File: src/rtl/irq_route_pkg.sv
package irq_route_pkg;
  localparam int PIN_COUNT = 24;
  localparam int PIN_IDX_W = $clog2(PIN_COUNT);
  localparam int REDIR_W   = 30;
  localparam logic [2:0]  DM_EXTERNAL = 3'b111;
  localparam logic [31:0] MSG_BASE    = 32'hFEE0_0000;

  typedef struct packed {
    logic [15:0] destIdx;
    logic        masked;
    logic        levelTrig;
    logic        logicalDest;
    logic [2:0]  delivMode;
    logic [7:0]  vector;
  } redir_t;

  typedef struct packed {
    logic                 fire;
    logic [PIN_IDX_W-1:0] pick;
  } strobe_t;
endpackage

File: src/rtl/irq_datapath.sv
module irq_datapath
  import irq_route_pkg::*;
#(
  parameter int PINS = PIN_COUNT
) (
  input  logic                       clk,
  input  logic                       rstN,
  input  logic                       cfgWrEn,
  input  logic [$clog2(PINS)-1:0]    cfgIdx,
  input  redir_t                     cfgEntry,
  input  logic [7:0]                 extVector,
  input  strobe_t                    stb,
  output logic [PINS-1:0]            maskVec,
  output logic [PINS-1:0]            levelVec,
  output logic [7:0]                 vecTbl [PINS],
  output logic [31:0]                msgAddr,
  output logic [31:0]                msgData
);
  localparam int IDX_W = $clog2(PINS);

  redir_t tbl [PINS];
  redir_t sel;
  logic [7:0] selVector;

  always_ff @(posedge clk or negedge rstN) begin
    if (!rstN) begin
      for (int i = 0; i < PINS; i++) begin
        tbl[i]        <= '0;
        tbl[i].masked <= 1'b1;
      end
    end else if (cfgWrEn) begin
      for (int i = 0; i < PINS; i++)
        if (cfgIdx == IDX_W'(i)) tbl[i] <= cfgEntry;
    end
  end

  always_comb begin
    for (int i = 0; i < PINS; i++) begin
      maskVec[i]  = tbl[i].masked;
      levelVec[i] = tbl[i].levelTrig;
      vecTbl[i]   = tbl[i].vector;
    end
  end

  always_comb begin
    sel       = tbl[stb.pick];
    selVector = (sel.delivMode == DM_EXTERNAL) ? extVector : sel.vector;
    msgAddr   = MSG_BASE | {12'h0, sel.destIdx, 4'h0} | {29'h0, sel.logicalDest, 2'b00};
    msgData   = {16'h0, sel.levelTrig, 4'h0, sel.delivMode, selVector};
  end

  p_addr_base_r5: assert property (@(posedge clk) disable iff (!rstN)
    stb.fire |-> (msgAddr[31:20] == 12'hFEE && msgAddr[1:0] == 2'b00));
  p_data_pad_r6: assert property (@(posedge clk) disable iff (!rstN)
    stb.fire |-> (msgData[31:16] == 16'h0 && msgData[14:11] == 4'h0));
endmodule

File: src/rtl/irq_ctrl.sv
module irq_ctrl
  import irq_route_pkg::*;
#(
  parameter int PINS        = PIN_COUNT,
  parameter int STORM_LIMIT = 4,
  parameter int HOLD_W      = 16
) (
  input  logic                    clk,
  input  logic                    rstN,
  input  logic [PINS-1:0]         irqLines,
  input  logic                    cfgWrEn,
  input  logic [$clog2(PINS)-1:0] cfgIdx,
  input  logic                    cfgLevel,
  input  logic [PINS-1:0]         maskVec,
  input  logic [PINS-1:0]         levelVec,
  input  logic [7:0]              vecTbl [PINS],
  input  logic                    eoiValid,
  input  logic [7:0]              eoiVector,
  input  logic [HOLD_W-1:0]       holdoffCycles,
  input  logic                    msgReady,
  output logic                    msgValid,
  output strobe_t                 stb
);
  localparam int IDX_W = $clog2(PINS);
  localparam int CNT_W = $clog2(STORM_LIMIT + 1);

  logic [PINS-1:0] mapped, prevMapped, irr, remoteIrr, deferred;
  logic [PINS-1:0] eligible, eoiHit, wrHit, sendHere, stormNow;
  logic [CNT_W-1:0] stormCnt [PINS];
  logic [HOLD_W-1:0] holdTimer;
  logic releaseAll;

  // Line-to-pin routing: line 0 lands on pin 2, pin 0 is unused
  genvar g;
  generate
    for (g = 0; g < PINS; g++) begin : gPin
      if (g == 0) begin : gNone
        assign mapped[g] = 1'b0;
      end else if (g == 2) begin : gShared
        assign mapped[g] = irqLines[0] | irqLines[2];
      end else begin : gDirect
        assign mapped[g] = irqLines[g];
      end
      assign eoiHit[g]   = eoiValid && levelVec[g] && (vecTbl[g] == eoiVector);
      assign wrHit[g]    = cfgWrEn && (cfgIdx == IDX_W'(g));
      assign eligible[g] = irr[g] && !maskVec[g] && !(levelVec[g] && remoteIrr[g]) && !deferred[g];
      assign sendHere[g] = stb.fire && (stb.pick == IDX_W'(g));
      assign stormNow[g] = eoiHit[g] && !wrHit[g] && !maskVec[g] && irr[g]
                           && (int'(stormCnt[g]) + 1 >= STORM_LIMIT);
    end
  endgenerate

  always_comb begin
    stb.pick = '0;
    for (int i = PINS - 1; i >= 0; i--)
      if (eligible[i]) stb.pick = IDX_W'(i);
    msgValid = |eligible;
    stb.fire = msgValid && msgReady;
  end

  assign releaseAll = (holdTimer == '0) && !(|stormNow) && (|deferred);

  always_ff @(posedge clk or negedge rstN) begin
    if (!rstN) begin
      irr        <= '0;
      remoteIrr  <= '0;
      deferred   <= '0;
      prevMapped <= '0;
      holdTimer  <= '0;
      for (int i = 0; i < PINS; i++) stormCnt[i] <= '0;
    end else begin
      prevMapped <= mapped;
      for (int i = 0; i < PINS; i++) begin
        irr[i] <= levelVec[i] ? mapped[i]
                              : ((irr[i] && !sendHere[i]) || (mapped[i] && !prevMapped[i]));
        if (wrHit[i] && !cfgLevel)          remoteIrr[i] <= 1'b0;
        else if (sendHere[i] && levelVec[i]) remoteIrr[i] <= 1'b1;
        else if (eoiHit[i])                  remoteIrr[i] <= 1'b0;
        if (wrHit[i])
          stormCnt[i] <= '0;
        else if (eoiHit[i]) begin
          if (!maskVec[i] && irr[i]) stormCnt[i] <= stormNow[i] ? '0 : stormCnt[i] + 1'b1;
          else                       stormCnt[i] <= '0;
        end
        deferred[i] <= stormNow[i] || (deferred[i] && !releaseAll);
      end
      if (holdTimer != '0)  holdTimer <= holdTimer - 1'b1;
      else if (|stormNow)   holdTimer <= holdoffCycles;
    end
  end

  p_fire_ok_r2: assert property (@(posedge clk) disable iff (!rstN)
    stb.fire |-> (irr[stb.pick] && !maskVec[stb.pick]));
  p_edge_clear_r3: assert property (@(posedge clk) disable iff (!rstN)
    (stb.fire && !levelVec[stb.pick] && !(mapped[stb.pick] && !prevMapped[stb.pick]))
    |=> !irr[$past(stb.pick)]);
  p_level_latch_r4: assert property (@(posedge clk) disable iff (!rstN)
    (stb.fire && levelVec[stb.pick] && !(wrHit[stb.pick] && !cfgLevel))
    |=> remoteIrr[$past(stb.pick)]);
  p_no_defer_send_r9: assert property (@(posedge clk) disable iff (!rstN)
    stb.fire |-> !deferred[stb.pick]);
  p_cnt_bound_r9: assert property (@(posedge clk) disable iff (!rstN)
    int'(stormCnt[stb.pick]) < STORM_LIMIT);
endmodule

File: src/rtl/irq_redirect_engine.sv
module irq_redirect_engine
  import irq_route_pkg::*;
#(
  parameter int PINS        = PIN_COUNT,
  parameter int STORM_LIMIT = 4,
  parameter int HOLD_W      = 16
) (
  input  logic                    clk,
  input  logic                    rstN,
  input  logic [PINS-1:0]         irqLines,
  input  logic                    cfgWrEn,
  input  logic [$clog2(PINS)-1:0] cfgIdx,
  input  logic [REDIR_W-1:0]      cfgEntry,
  input  logic [7:0]              extVector,
  input  logic                    eoiValid,
  input  logic [7:0]              eoiVector,
  input  logic [HOLD_W-1:0]       holdoffCycles,
  output logic                    msgValid,
  input  logic                    msgReady,
  output logic [31:0]             msgAddr,
  output logic [31:0]             msgData
);
  redir_t          newEntry;
  strobe_t         stb;
  logic [PINS-1:0] maskVec, levelVec;
  logic [7:0]      vecTbl [PINS];

  assign newEntry = redir_t'(cfgEntry);

  irq_ctrl #(.PINS(PINS), .STORM_LIMIT(STORM_LIMIT), .HOLD_W(HOLD_W)) uCtrl (
    .clk(clk), .rstN(rstN), .irqLines(irqLines), .cfgWrEn(cfgWrEn), .cfgIdx(cfgIdx),
    .cfgLevel(newEntry.levelTrig), .maskVec(maskVec), .levelVec(levelVec), .vecTbl(vecTbl),
    .eoiValid(eoiValid), .eoiVector(eoiVector), .holdoffCycles(holdoffCycles),
    .msgReady(msgReady), .msgValid(msgValid), .stb(stb));

  irq_datapath #(.PINS(PINS)) uData (
    .clk(clk), .rstN(rstN), .cfgWrEn(cfgWrEn), .cfgIdx(cfgIdx), .cfgEntry(newEntry),
    .extVector(extVector), .stb(stb), .maskVec(maskVec), .levelVec(levelVec),
    .vecTbl(vecTbl), .msgAddr(msgAddr), .msgData(msgData));
endmodule

File: config.mk
export PLATFORM = sky130hd
export DESIGN_NAME = irq_redirect_engine
export DESIGN_NICKNAME = d
export VERILOG_FILES = /design/src/rtl/irq_route_pkg.sv /design/src/rtl/irq_datapath.sv /design/src/rtl/irq_ctrl.sv /design/src/rtl/irq_redirect_engine.sv
export SDC_FILE = /design/constraint.sdc
export NUM_CORES = 2
export LEC_CHECK = 0
export ABC_CLOCK_PERIOD_IN_PS = 11250
export BUFFER_PORTS_ARGS = -buffer_cell sky130_fd_sc_hd__buf_2
export CAP_MARGIN = 40
export CORE_ASPECT_RATIO = 1.1
export CORE_UTILIZATION = 45
export CTS_BUF_LIST = sky130_fd_sc_hd__clkbuf_4
export DETAILED_ROUTE_END_ITERATION = 8
export MAX_ROUTING_LAYER = met4
export SLEW_MARGIN = 20
export SYNTH_ARGS = -nofsm -noshare
export SYNTH_HDL_FRONTEND = slang
export SYNTH_SLANG_ARGS = --single-unit
File: constraint.sdc
create_clock -name clk -period 11.25 [get_ports clk]
set_input_delay 2.8125 -clock clk [delete_from_list [all_inputs] [get_ports clk]]
set_output_delay 2.8125 -clock clk [all_outputs]
set_load 0.01 [all_outputs]
; Yosys cells after proc, flatten, opt, wreduce, memory -nomap -nowiden
; Cells that the tools add are included.
[classes]
n_mux = 222
order_cmp = 25
reduce_logical = 683
eq_ne = 71
bitwise = 3
n_addsub = 49
[ops]
columns = op, count
row1 = $ge 32x4->1 const B, 24
row2 = $logic_and 1x1->1, 410
row3 = $mux 3, 96
row4 = $eq 8x8->1, 24
row5 = $bmux 30 s5, 1
row6 = $logic_not 1->1, 146
row7 = $mux 5, 24
row8 = $add 3x1->4 const B, 24
row9 = $mux 1, 96
row10 = $eq 5x4->1 const B, 16
row11 = $eq 5x5->1 const B, 16
row12 = $add 3x1->3 const B, 24
row13 = $reduce_bool 3->1, 24
row14 = $reduce_or 24->1, 3
row15 = $mux 30, 2
row16 = $reduce_bool 2->1, 25
row17 = $reduce_and 2->1, 24
row18 = $logic_or 1x1->1, 47
row19 = $eq 5x3->1 const B, 8
row20 = $mux 16, 2
row21 = $or 32x3->32, 1
row22 = $eq 5x2->1 const B, 4
row23 = $logic_not 16->1, 1
row24 = $reduce_bool 16->1, 1
row25 = other kinds (8), 10
[totals]
output_inout_bits = 65
input_bits = 96
wordCells = 1249
regBits = 903

; Longest topological paths before layout
[logic_depth]
ltp_word = 34
depth_mapped = 17
ltp_nobuf = 12

; Cells and area by module
; A second synthesis with hierarchy kept.
[unflattened]
hier_cells = 3760
area_unflattened_um2 = 47191.5
[modules_own_cells]
columns = module, n_inst, area_per_inst_um2, cells_each, seq_area_each_um2
row1 = irq_datapath, 1, 34677.0, 2295, 18047.3
row2 = irq_ctrl, 1, 12514.5, 1465, 4579.4

; Least setup slack after synthesis
; Ideal clock, no wire load.
[synth_path]
path_kind = reg-to-output
startpoint = register uData.tbl (netlist bit uData.maskVec[0])
endpoint = output port msgData[0]
t_arrival_ns = 3.122
path_buffers = 3
stages_incl_launch_ff = 13
slack_ns = 5.315
required_ns = 8.438
cell_sequence = dfstp_2 -> nor2b_1 -> and2_0 -> clkbuf_1 -> or2_1 -> or3_1 -> or3_1 -> clkbuf_1 -> a2111oi_0 -> o31a_1 -> o211a_1 -> buf_6 -> mux2_4
[synth_via]
elab_chain_cells = 11
[synth_rtl]
columns = element, line_no
row1 = start: declaration, irq_datapath.sv:21  ; redir_t tbl [PINS];
row2 = start signal: indexed assignment, irq_datapath.sv:33  ; if (cfgIdx == IDX_W'(i)) tbl[i] <= cfgEntry;
row3 = $logic_not 1->1, irq_ctrl.sv:46  ; assign eligible[g] = irr[g] && !maskVec[g] && !(levelVec[g] && remoteIrr[g]) && !deferred[g];
row4 = $logic_and 1x1->1 (3 in a row), irq_ctrl.sv:46
row5 = $mux 5, irq_ctrl.sv:56  ; if (eligible[i]) stb.pick = IDX_W'(i);
row6 = $not 5->6 (not written as such), irq_datapath.sv:46  ; sel = tbl[stb.pick];
row7 = $bmux 30 s5, irq_datapath.sv:46
row8 = $mux 30 (not written as such) (2 in a row), irq_datapath.sv:46
row9 = named net msgData[9], irq_redirect_engine.sv:21  ; output logic [31:0] msgData
row10 = $eq 3x3->1, irq_datapath.sv:47  ; selVector = (sel.delivMode == DM_EXTERNAL) ? extVector : sel.vector;
row11 = $mux 8, irq_datapath.sv:47
row12 = end: declaration, irq_redirect_engine.sv:21
; The timed path passes the listed nets, and every way through them passes these cells. The select of a mux whose other input is x is not followed.

; Final worst setup path
[layout_path]
startpoint = register uData.tbl (netlist bit uData.maskVec[17])
endpoint = output port msgAddr[18]
[layout_via]
elab_chain_cells = 27
[layout_rtl]
columns = element, line_no
row1 = $logic_not 1->1, irq_ctrl.sv:46
row2 = $logic_and 1x1->1 (3 in a row), irq_ctrl.sv:46
row3 = $mux 5 (18 in a row), irq_ctrl.sv:56
row4 = $not 5->6 (not written as such), irq_datapath.sv:46
row5 = $bmux 30 s5, irq_datapath.sv:46
row6 = $mux 30 (not written as such) (2 in a row), irq_datapath.sv:46
row7 = $or 32x3->32, irq_datapath.sv:48  ; msgAddr = MSG_BASE | {12'h0, sel.destIdx, 4'h0} | {29'h0, sel.logicalDest, 2'b00};
row8 = end: declaration, irq_redirect_engine.sv:20  ; output logic [31:0] msgAddr,
; Every way passes these cells. The select of a mux whose other input is x is not followed.

==> reports/metrics.yaml <==
clock_network:
  deepest_clock_path_buffer_count: 3
  cts.root.buffer_cell: "sky130_fd_sc_hd__clkbuf_4"
  cts_sinks: 903
  postCtsHoldBufs: 0
  postCtsResizedCells: 0
  cts_made_buffers: 238
  htree_levels: 4
  tritoncts: "built"
  insertion_delay_ns: 1.17
  clkSlewWorstSetupHoldPaths_ns: 0.07
  cts_setup_buffers: 0
sta:
  worstMarginPinSlew_ns: 1.008
  timing.final.setup_violations: 0
  relative_slew_margins: 0.3282
  finalWorstSetupSlack_ns: 2.076
  final.min_clock_period_ns: 9.174
  timing.final.crit_share: 0.8155
  rsz0062_at_grt: "no"
  finalClockSkew_ns: 0.08670
  final-max-slew-violation-count: 0
  final-hold-violation-count: 0
  setup_total_negative_slack_ns: 0
  max_freq_mhz: 109.0
yosys:
  proportion_of_synthesized_area_in_mux_cells: 0.08620
  synth_warnings: 0
  synth_area_per_cell_sq_um: 9.052
  synth_ff_type: "sky130_fd_sc_hd__dfrtp_1"
  adder_cell_area_share_of_the_yosys_netlist: 0.007272
  syn-instance-count: 4942
  synthSimpleGateAreaFrac: 0.2271
  synth-seq-area-share: 0.5058
  synth_compound_gate_area_share: 0.09225
  synth_xor_xnor_area_share: 0.03955
  yosys_register_bits: 903
  dominant_combinational_cell_family_by_area_after_synthesis: "simple AND/OR/NAND/NOR gates"
  mappedNetlistArea_sq_um: 44730
  synthDistinctLibCells: 75
  async_flop_share: 1.000
  synth-edff-count: 0
route:
  detailedRoute.firstIterationViolations: 4056
  detailedRoute.firstPassIterationCount: 7
  dr_total_vias: 38387
  route.detailed.drc: 0
  post_route_ant_nets: 0
  detail_route.vias_per_cell: 5.850
  wire_per_inst_um: 24.76
  wirelength_um: 162500
floorplan:
  die_height_um: 332.7
  dieArea_sq_um: 100700
  die_w_um: 302.6
  fp-row-count: 120
  fp.coreArea_sq_um: 97890
  initial_core_util: 0.4570
  io-pin-count: 161
placed_design:
  preCtsSetupSlack_ns: 3.326
  placement.io_buffers: 125
  detailed_place.area_sq_um: 46540
  dp_hpwl_um: 101400
  numPlacedInstances: 6103
  gpl_congestion: 0.9184
critical_path:
  crit_cells: 14
  max_stage_delay_on_crit_path_ns: 0.68
  timing.critical_path.arrival_ns: 6.36
  rrSetupSlack_ns: 6.52
  worst-endpoint-required_ns: 8.44
  worst_r2r_path_depth: 12
  worstSetupEndpointType: "output port"
  path_cells: "nand2b_1 -> a211oi_1 -> or2_2 -> a221oi_1 -> o41a_2 -> nand2_4 -> buf_4 -> buf_4 -> a21oi_1 -> a221oi_1 -> o22ai_1 -> nor3_1 -> nor2_1 -> buf_2"
  critical_path.max_fanout: 42
  timing.critical_path.from_type: "flop"
  path_buf_inv: 3
  setup.worst_path.class: "reg2out"
  slowest_stage: "sky130_fd_sc_hd__nor3_1"
  path_delay_family: "simple AND/OR/NAND/NOR gates"
min_path:
  whs_path_depth: 2
  worst_hold_path_type: "reg2reg"
power:
  cellPowerDensity_nw_per_um2: 221.8
  leakage_nw: 24.36
  irDropWorstVdd_v: 0.0001545
finish:
  design_area_sq_um: 49950
  finish.cell_count_without_fillers: 6562
  areaGrowthSynthToFinish_pct: 11.66
  finish.net_count: 5189
  most_frequent_cells_in_the_layout: "sky130_fd_sc_hd__nand2_1 (1847), sky130_fd_sc_hd__dfrtp_1 (879), sky130_fd_sc_hd__clkbuf_4 (390)"
  mostFrequentLayoutCell: "sky130_fd_sc_hd__nand2_1"
  fraction_of_layout_cells_with_a_size_suffix_above_1: 0.1925
grt:
  grt_first_pass_wirelength_um: 243900
  first_global_vias: 37570
  grt_start_max_net_pins: 173
  overall_global_routing_resource_usage: 0.3346
  global_route.overflow_total: 0
  initial_antenna_violation_count: 14
status:
  outcome: "finished clean"
job:
  timing.max_cap.violations: 0
-- worst register-to-register path, cell delays in order (launching register included) --
cell and delay [ns]:
sky130_fd_sc_hd__dfstp_2 0.36, sky130_fd_sc_hd__nand2b_1 0.19, sky130_fd_sc_hd__a211oi_2 0.43, sky130_fd_sc_hd__o21bai_1 0.14, sky130_fd_sc_hd__o21a_1 0.22, sky130_fd_sc_hd__o21ai_2 0.50, sky130_fd_sc_hd__and2_4 0.53, sky130_fd_sc_hd__buf_12 0.31
sky130_fd_sc_hd__buf_4 0.72, sky130_fd_sc_hd__nand2_1 0.57, sky130_fd_sc_hd__nor2_1 0.44, sky130_fd_sc_hd__a22oi_1 0.13, sky130_fd_sc_hd__a21oi_1 0.14
-- final cells by class --
cell class	count	area, sq um
fillers	9239	47940
flip-flops and latches	903	22630
multi-input cells	3651	20640
clock buffers	390	2928
repair buffers	230	1647
well taps	1281	1603
clock inverters	50	314.1
inverters	43	161.4
diodes	14	35.03
-- routing by layer --
layer  part of all wire  vias to the layer above  GRT usage
met3              0.092                      447    0.06362
met2               0.46                     1961     0.5096
met5                  0                        -          -
met1               0.39                    18988     0.4253
li1                   -                    16991          -
met4              0.054                        0     0.1664
-- cell families after synthesis --
logic type               after synthesis
AND/OR/NAND/NOR                     2417
flip-flops                           903
AO/OA/AOI/OAI                        624
buffers and inverters                421
multiplexers                         347
XOR/XNOR                             202
adder cells (fa/ha/maj)               26
other                                  2
-- worst paths after layout --
check | start | to
max | uData.maskVec[17] | msgAddr[18]
min in group asynchronous | rstN | uData.vecTbl[177]
min | uData.maskVec[9] | uData.maskVec[9]
min reg2reg | uData.maskVec[9] | uData.maskVec[9]
max reg2reg | uData.maskVec[19] | uCtrl.remoteIrr[19]
max in group asynchronous | rstN | uData.tbl[231]
-- report_power, final --
part	internal [mW]	total (mW)	switching, mW
combinational	1.27	3.78	2.52
clock	1.63	3.07	1.44
sequential	3.81	4.23	0.411
-- metrics by stage --
step	total power [mW]	hold WS, ns	util
CTS	11.06	0.4559	0.5086
global route	11.62	0.4725	0.5101
detailed placement	7.960	0.4458	0.4754
finish	11.08	0.4600	0.5103
floorplan	6.555	0.4356	-
global placement	7.881	0.4451	0.4731
-- registers in the layout, indices dropped and copies added (netlist names) --
register,flops
uCtrl.prevMapped,23
uData.levelVec,24
uData.vecTbl,192
uData.maskVec,24
uCtrl.deferred,24
uCtrl.remoteIrr,24
uCtrl.irr,24
uCtrl.holdTimer,16
uData.tbl,480
uCtrl.stormCnt,72
-- synth_stat cells (26+ instances only) --
cell	instances	share of area
sky130_fd_sc_hd__nand2_1	1850	0.16
sky130_fd_sc_hd__dfrtp_1	879	0.49
sky130_fd_sc_hd__mux2_2	274	0.069
sky130_fd_sc_hd__clkbuf_1	252	0.021
sky130_fd_sc_hd__a21oi_1	209	0.023
sky130_fd_sc_hd__nor2_1	151	0.013
sky130_fd_sc_hd__xor2_1	124	0.024
sky130_fd_sc_hd__o21ai_0	80	0.0090
sky130_fd_sc_hd__xnor2_1	78	0.015
sky130_fd_sc_hd__nand3_1	72	0.0081
sky130_fd_sc_hd__a221oi_1	71	0.014
sky130_fd_sc_hd__mux2i_1	65	0.015
sky130_fd_sc_hd__buf_2	59	0.0066
sky130_fd_sc_hd__o22ai_1	54	0.0076
sky130_fd_sc_hd__nor4_1	53	0.0074
sky130_fd_sc_hd__buf_4	47	0.0079
sky130_fd_sc_hd__nor3_1	45	0.0050
sky130_fd_sc_hd__inv_1	43	0.0036
sky130_fd_sc_hd__a211oi_1	42	0.0070
sky130_fd_sc_hd__nand2b_1	41	0.0057
sky130_fd_sc_hd__nand4_1	36	0.0050
sky130_fd_sc_hd__or4_1	35	0.0059
sky130_fd_sc_hd__and3_1	29	0.0041
sky130_fd_sc_hd__ha_1	26	0.0073
(Power assumes the default switching activity.)
